<file path="config.mk">
export PLATFORM = sky130hd
export DESIGN_NAME = rxring_writer
export DESIGN_NICKNAME = d
export VERILOG_FILES = /design/src/rtl/rxr_pkg.sv /design/src/rtl/rxr_desc_table.sv /design/src/rtl/rxr_ring_index.sv /design/src/rtl/rxring_writer.sv
export SDC_FILE = /design/constraint.sdc
export NUM_CORES = 1
export LEC_CHECK = 0
export ABC_AREA = 0
export BUFFER_PORTS_ARGS = -buffer_cell sky130_fd_sc_hd__buf_2
export CORE_MARGIN = 10
export CORE_UTILIZATION = 35
export DETAILED_ROUTE_END_ITERATION = 6
export GPL_TIMING_DRIVEN = 0
export PLACE_DENSITY = 0.62
export SLEW_MARGIN = 20
export SYNTH_ARGS = -nofsm -noshare
export SYNTH_HDL_FRONTEND = slang
export SYNTH_SLANG_ARGS = --single-unit
</file>
<file path="constraint.sdc">
create_clock -name clk -period 8.8 [get_ports clk]
set_input_delay 0.44 -clock clk [delete_from_list [all_inputs] [get_ports clk]]
set_output_delay 0.44 -clock clk [all_outputs]
set_load 0.1 [all_outputs]
</file>
<file path="src/rtl/rxr_pkg.sv">
package rxr_pkg;
    typedef enum logic [2:0] {
        ST_IDLE,
        ST_FILL,
        ST_STATUS,
        ST_CONT,
        ST_DROP
    } rx_state_e;

    localparam int STAT_LAST_BIT = 31;
    localparam int STAT_CNT_W    = 16;
endpackage

</file>
<file path="src/rtl/rxr_desc_table.sv">
module rxr_desc_table #(
    parameter int N_DESC = 8,
    parameter int IDX_W  = 3,
    parameter int AW     = 32,
    parameter int SIZE_W = 11
) (
    input  logic              clk,
    input  logic              rst_n,
    input  logic              wr_en,
    input  logic [IDX_W-1:0]  wr_idx,
    input  logic [AW-1:0]     wr_ptr,
    input  logic [SIZE_W-1:0] wr_size_m1,
    input  logic              wr_irq,
    input  logic [IDX_W-1:0]  rd_idx,
    output logic [AW-1:0]     rd_ptr,
    output logic [SIZE_W-1:0] rd_size_m1,
    output logic              rd_irq
);
    logic [AW-1:0]     ptr_r  [N_DESC];
    logic [SIZE_W-1:0] size_r [N_DESC];
    logic              irq_r  [N_DESC];

    for (genvar g = 0; g < N_DESC; g++) begin : g_entry
        always_ff @(posedge clk or negedge rst_n) begin
            if (!rst_n) begin
                ptr_r[g]  <= '0;
                size_r[g] <= '0;
                irq_r[g]  <= 1'b0;
            end else if (wr_en && (wr_idx == IDX_W'(g))) begin
                ptr_r[g]  <= wr_ptr;
                size_r[g] <= wr_size_m1;
                irq_r[g]  <= wr_irq;
            end
        end
    end

    always_comb begin
        rd_ptr     = '0;
        rd_size_m1 = '0;
        rd_irq     = 1'b0;
        for (int i = 0; i < N_DESC; i++) begin
            if (rd_idx == IDX_W'(i)) begin
                rd_ptr     = ptr_r[i];
                rd_size_m1 = size_r[i];
                rd_irq     = irq_r[i];
            end
        end
    end
endmodule

</file>
<file path="src/rtl/rxr_ring_index.sv">
module rxr_ring_index #(
    parameter int N_DESC = 8,
    parameter int IDX_W  = 3
) (
    input  logic             clk,
    input  logic             rst_n,
    input  logic             clear,
    input  logic             step,
    input  logic [IDX_W-1:0] cons_idx,
    output logic [IDX_W-1:0] prod_idx,
    output logic             slot_free
);
    logic [IDX_W-1:0] prod_q;
    logic [IDX_W-1:0] prod_nxt;

    if (N_DESC == (1 << IDX_W)) begin : g_pow2
        assign prod_nxt = prod_q + IDX_W'(1);
    end else begin : g_mod
        assign prod_nxt = (prod_q == IDX_W'(N_DESC - 1)) ? '0 : prod_q + IDX_W'(1);
    end

    always_ff @(posedge clk or negedge rst_n) begin
        if (!rst_n) begin
            prod_q <= '0;
        end else if (clear) begin
            prod_q <= '0;
        end else if (step) begin
            prod_q <= prod_nxt;
        end
    end

    assign prod_idx  = prod_q;
    assign slot_free = (prod_nxt != cons_idx);
endmodule

</file>
<file path="src/rtl/rxring_writer.sv">
module rxring_writer #(
    parameter int N_DESC = 8,
    parameter int AW     = 32,
    parameter int SIZE_W = 11,
    localparam int IDX_W = (N_DESC > 1) ? $clog2(N_DESC) : 1
) (
    input  logic              clk,
    input  logic              rst_n,
    input  logic              soft_rst,
    input  logic              mac_en,
    input  logic              path_en,
    input  logic              desc_wr,
    input  logic [IDX_W-1:0]  desc_wr_idx,
    input  logic [AW-1:0]     desc_wr_ptr,
    input  logic [SIZE_W-1:0] desc_wr_size_m1,
    input  logic              desc_wr_irq,
    input  logic [AW-1:0]     stat_base,
    input  logic [IDX_W-1:0]  cons_idx,
    input  logic              rx_valid,
    input  logic [7:0]        rx_data,
    input  logic              rx_last,
    output logic              rx_ready,
    output logic              mem_we,
    output logic              mem_word,
    output logic [AW-1:0]     mem_addr,
    output logic [31:0]       mem_wdata,
    output logic [IDX_W-1:0]  prod_idx,
    output logic              frag_irq,
    output logic              overrun
);
    import rxr_pkg::*;

    localparam int CNT_W = SIZE_W + 1;

    rx_state_e         state_q, state_d;
    logic [CNT_W-1:0]  cnt_q, cnt_next;
    logic              last_q;
    logic              irq_q;
    logic              ovr_q;

    logic [AW-1:0]     d_ptr;
    logic [SIZE_W-1:0] d_size_m1;
    logic              d_irq;
    logic              slot_free;
    logic              step;

    logic              accept;
    logic              rx_on;
    logic              start_ok;
    logic              buf_full;
    logic              byte_wr;
    logic              ovr_set;
    logic [CNT_W-1:0]  size_cnt;
    logic [AW-1:0]     byte_off;
    logic [31:0]       stat_word;

    rxr_desc_table #(
        .N_DESC (N_DESC),
        .IDX_W  (IDX_W),
        .AW     (AW),
        .SIZE_W (SIZE_W)
    ) desc_i (
        .clk        (clk),
        .rst_n      (rst_n),
        .wr_en      (desc_wr),
        .wr_idx     (desc_wr_idx),
        .wr_ptr     (desc_wr_ptr),
        .wr_size_m1 (desc_wr_size_m1),
        .wr_irq     (desc_wr_irq),
        .rd_idx     (prod_idx),
        .rd_ptr     (d_ptr),
        .rd_size_m1 (d_size_m1),
        .rd_irq     (d_irq)
    );

    rxr_ring_index #(
        .N_DESC (N_DESC),
        .IDX_W  (IDX_W)
    ) ring_i (
        .clk       (clk),
        .rst_n     (rst_n),
        .clear     (soft_rst),
        .step      (step),
        .cons_idx  (cons_idx),
        .prod_idx  (prod_idx),
        .slot_free (slot_free)
    );

    // Fragment bookkeeping shared by the next-state and output logic.
    always_comb begin
        rx_on    = mac_en && path_en;
        accept   = rx_valid && rx_ready;
        size_cnt = CNT_W'(d_size_m1) + CNT_W'(1);
        if (state_q == ST_FILL) begin
            cnt_next = cnt_q + CNT_W'(1);
            byte_off = AW'(cnt_q);
        end else begin
            cnt_next = CNT_W'(1);
            byte_off = '0;
        end
        buf_full = (cnt_next == size_cnt);
        start_ok = (state_q == ST_IDLE) ? (rx_on && slot_free) : slot_free;
        stat_word = '0;
        stat_word[STAT_CNT_W-1:0] = STAT_CNT_W'(cnt_q);
        stat_word[STAT_LAST_BIT]  = last_q;
    end

    // State register.
    always_ff @(posedge clk or negedge rst_n) begin
        if (!rst_n) begin
            state_q <= ST_IDLE;
        end else if (soft_rst) begin
            state_q <= ST_IDLE;
        end else begin
            state_q <= state_d;
        end
    end

    // Next-state logic.
    always_comb begin
        state_d = state_q;
        unique case (state_q)
            ST_IDLE, ST_CONT: begin
                if (accept) begin
                    if (start_ok) begin
                        state_d = (rx_last || buf_full) ? ST_STATUS : ST_FILL;
                    end else if (!rx_last) begin
                        state_d = ST_DROP;
                    end else begin
                        state_d = ST_IDLE;
                    end
                end
            end
            ST_FILL: begin
                if (accept && (rx_last || buf_full)) begin
                    state_d = ST_STATUS;
                end
            end
            ST_STATUS: begin
                state_d = last_q ? ST_IDLE : ST_CONT;
            end
            ST_DROP: begin
                if (accept && rx_last) begin
                    state_d = ST_IDLE;
                end
            end
            default: state_d = ST_IDLE;
        endcase
    end

    // Outputs decoded from the state.
    always_comb begin
        rx_ready  = 1'b1;
        byte_wr   = 1'b0;
        ovr_set   = 1'b0;
        step      = 1'b0;
        mem_we    = 1'b0;
        mem_word  = 1'b0;
        mem_addr  = d_ptr + byte_off;
        mem_wdata = {24'h0, rx_data};
        unique case (state_q)
            ST_IDLE: begin
                byte_wr = accept && start_ok;
                ovr_set = accept && rx_on && !slot_free;
            end
            ST_CONT: begin
                byte_wr = accept && start_ok;
                ovr_set = accept && !slot_free;
            end
            ST_FILL: begin
                byte_wr = accept;
            end
            ST_STATUS: begin
                rx_ready  = 1'b0;
                step      = 1'b1;
                mem_word  = 1'b1;
                mem_addr  = stat_base + (AW'(prod_idx) << 2);
                mem_wdata = stat_word;
            end
            ST_DROP: begin
            end
            default: begin
            end
        endcase
        mem_we = byte_wr || step;
    end

    // Datapath registers.
    always_ff @(posedge clk or negedge rst_n) begin
        if (!rst_n) begin
            cnt_q  <= '0;
            last_q <= 1'b0;
            irq_q  <= 1'b0;
            ovr_q  <= 1'b0;
        end else if (soft_rst) begin
            cnt_q  <= '0;
            last_q <= 1'b0;
            irq_q  <= 1'b0;
            ovr_q  <= 1'b0;
        end else begin
            irq_q <= step && d_irq;
            if (byte_wr) begin
                cnt_q  <= cnt_next;
                last_q <= rx_last;
            end
            if (ovr_set) begin
                ovr_q <= 1'b1;
            end
        end
    end

    assign frag_irq = irq_q;
    assign overrun  = ovr_q;
endmodule

</file>
==> results.cfg <==
[final_layout]
fillers = 5597
final_cell_mix = dfrtp_1, mux2_2, nand2_1
drive_above_1_share = 0.306
stdcell_area_um2 = 24000
area_delta_synth_final_pct = 16.9
final_common_cell = dfrtp_1
final_cells = 2940
layout.nets = 2263
fin_util = 0.414

[synth]
synth_warnings = 0
synthTopCellsByArea = dfrtp_1, mux2_2, nand2_1
synth_flop_cell = dfrtp_1
synthCells = 1925
yosys.area.top_type = dfrtp_1
yosysUniqueCellTypes = 87
syn_area_per_cell_um2 = 10.7
postSynth.asyncResetShare = 1.00
yosysTopAreaCellShare = 0.455
syn_area_um2 = 20500
synth_seq_area_share = 0.455
ys_seq_elements = 373
synth_edf_count = 0

[die]
fp.dieW_um = 262
row_count = 88
die_h_um = 262
start_util = 0.354
ioPinCount = 170
die-area_um2 = 68700
core_um2 = 57900

[global_routing]
antenna_found_initial = 4
grt_max_degree = 96
grt_pass1_vias = 16710
grt.overflow.total = 0
grt_pass1_wl_um = 106000
grt_usage = 0.201

[critical_path]
endpoint_kind = output port
cp-start-kind = flop
path_max_fanout = 28
worst_r2r_path_depth = 16
worstPathArrival_ns = 8.03
r2r_end = state_q[2]$_DFFE_PN0P_
timing.rr.start = ring_i.prod_idx[2]$_DFFE_PN0P_
cp.required_ns = 8.36
criticalPathCategory = flop to output port
crit_start = ring_i.prod_idx[2]$_DFFE_PN0P_
rrSetupSlack_ns = 3.37

[power]
vdd_drop_max_uv = 569
power_leakage_nw = 9.94
p_per_area_nw_per_um2 = 381
power_mw = 9.13

[clock_tree]
cts_root_buffer = clkbuf_16
htreeDepth = 2
clk-insertion-delay-late_ns = 0.59
cts.clk_slew.worst_paths_ns = 0.06
cts_buffers = 42
cts_tree = built
clkSinkCount = 373
clock_path_buffers = 3

[sta]
rsz0062_at_grt = false
totalNegativeSetupSlack_ns = 0
drv_slew = 0
hold_viol = 0
fmax_mhz = 118
setup_slack_ns = 0.332
layout_min_cycle_time_ns = 8.47
period_share = 0.962
setup-violations-final = 0
tightest_slew_ns = 1.10
whs_ns = 0.173
finClkSkew_ns = 0.0180
slew-limit-headroom = 0.267

[drt]
wl_um = 70200
antenna_left = 0
via_per_inst = 5.67
drtIter0Drc = 1430
wl_per_cell_um = 23.9
vias = 16657
drc = 0
dr.pass1.iters = 5

[status]
outcome = finished, final reports clean

[place]
gp_congestion = 0.895
hpwl_um = 52100
dpl_cell_area_um2 = 22400
dp_slack_ns = -0.677
port_buffers = 146
dp.cells = 2860

[worst_hold_path]
worst_hold_path_type = input port to flop
hp-start = desc_wr_size_m1[6]
hold_end = desc_i.size_r[61]$_DFFE_PN0P_
min_path_cells = 3

[run]
drv_cap = 0
[worst max-delay path, stage by stage (launching register included)]
cell and delay (ns):
dfrtp_1 0.44, buf_6 0.17, inv_1 0.12, buf_2 0.36, buf_2 0.41, ha_1 0.40, buf_6 0.33, clkbuf_2 0.38
clkbuf_1 0.38, clkbuf_2 0.32, nand2_1 0.07, o311ai_0 0.12, o211ai_1 0.18, a21oi_1 0.21, a21oi_1 0.06, o21ai_0 0.33
ha_1 0.34, a21o_1 0.19, a21oi_1 0.24, o21bai_1 0.11, a21o_1 0.20, a21oi_1 0.20, o21ai_0 0.22, a21oi_4 0.42
nor3b_1 0.13, xnor2_1 0.14, a21oi_1 0.46, clkbuf_4 0.46
[state kept, by name, summed over array words and instances, names as in the netlist]
signal	cells
cnt_q	12
desc_i.irq_r	8
desc_i.ptr_r	256
desc_i.size_r	88
frag_irq	1
last_q	1
overrun	1
ring_i.prod_idx	3
state_q	3
[per-layer routing]
| metal | wire (um) | vias up | global-route usage | part of all wire |
|---|---|---|---|---|
| met2 | 31600 | 669 | 0.315 | 0.45 |
| met3 | 5440 | 132 | 0.0394 | 0.077 |
| met4 | 2420 | 4 | 0.0765 | 0.034 |
| met1 | 30700 | 8494 | 0.272 | 0.44 |
| li1 | - | 7358 | - | - |
| met5 | 27 | - | 0 | 0.00038 |
[synth_stat cells, drive strengths merged, types with 5 or more instances]
master / instances
nor3b: 7
o22ai: 8
a31oi: 8
nor4: 14
nor3: 15
xnor2: 59
inv: 25
a311oi: 12
and2: 27
o21a: 6
or2: 5
a211oi: 11
nand2: 214
a22oi: 9
clkbuf: 86
a311o: 7
nor4b: 6
nor2b: 29
xor2: 21
nand2b: 12
or3: 8
nand3b: 31
nor2: 93
mux2: 353
o211ai: 22
ha: 23
mux2i: 7
a221oi: 28
o21ai: 92
and3: 11
a21o: 8
o311ai: 16
dfrtp: 373
a221o: 12
nand4: 10
nand3: 22
o221ai: 6
a21oi: 105
a32o: 6
buf: 63
[repair_timing]
| action | CTS | global route |
|---|---|---|
| buffers inserted | 0 | 2 |
| endpoints found under the hold margin | 57 | 0 |
| hold buffers | 1 | 0 |
| pin swaps | 0 | 1 |
| setup endpoints to repair | 21 | 20 |
| gates resized for setup | 8 | 14 |
[how the worst max path moves through the flow]
stage | cells after the start | end | slack [ns]
2_1_floorplan | 28 | mem_addr[31] | 0.38
3_3_place_gp | 29 | mem_addr[31] | -0.52
3_5_place_dp | 29 | mem_addr[18] | -0.68
4_1_cts | 26 | mem_addr[22] | 0.13
5_1_grt | 27 | mem_addr[30] | 0.05
6_report | 27 | mem_addr[16] | 0.33
[power breakdown]
group	total (mW)	switching, mW	internal [mW]	leakage [nW]
registers	2.30	0.211	2.09	4.51
clock network	1.87	0.743	1.13	0.715
logic	4.96	3.55	1.42	4.71
[cell families (layout without fill, tap and decap cells)]
family          Yosys count  after routing  synth area share
fa+ha+maj                25             25            0.0160
other cells               1             21          0.000183
flops                   373            373             0.455
simple gates            521            521             0.127
compound gates          389            389             0.130
buf+inv                 176            406            0.0406
mux                     360            360             0.197
xor+xnor                 80             80            0.0341
[layout make-up]
| type | instances | area, um^2 | area share |
|---|---|---|---|
| inverter | 27 | 101 | 0.00422 |
| antenna | 2 | 5.00 | 0.000209 |
| sequential | 373 | 9330 | 0.389 |
| multi-input combinational | 1394 | 10500 | 0.437 |
| buffer | 147 | 732 | 0.0305 |
| clock buffer | 62 | 1240 | 0.0516 |
| timing repair buffer | 155 | 921 | 0.0384 |
| tap | 765 | 957 | 0.0399 |
| clock inverter | 15 | 231 | 0.00965 |
(Power assumes the default switching activity.)
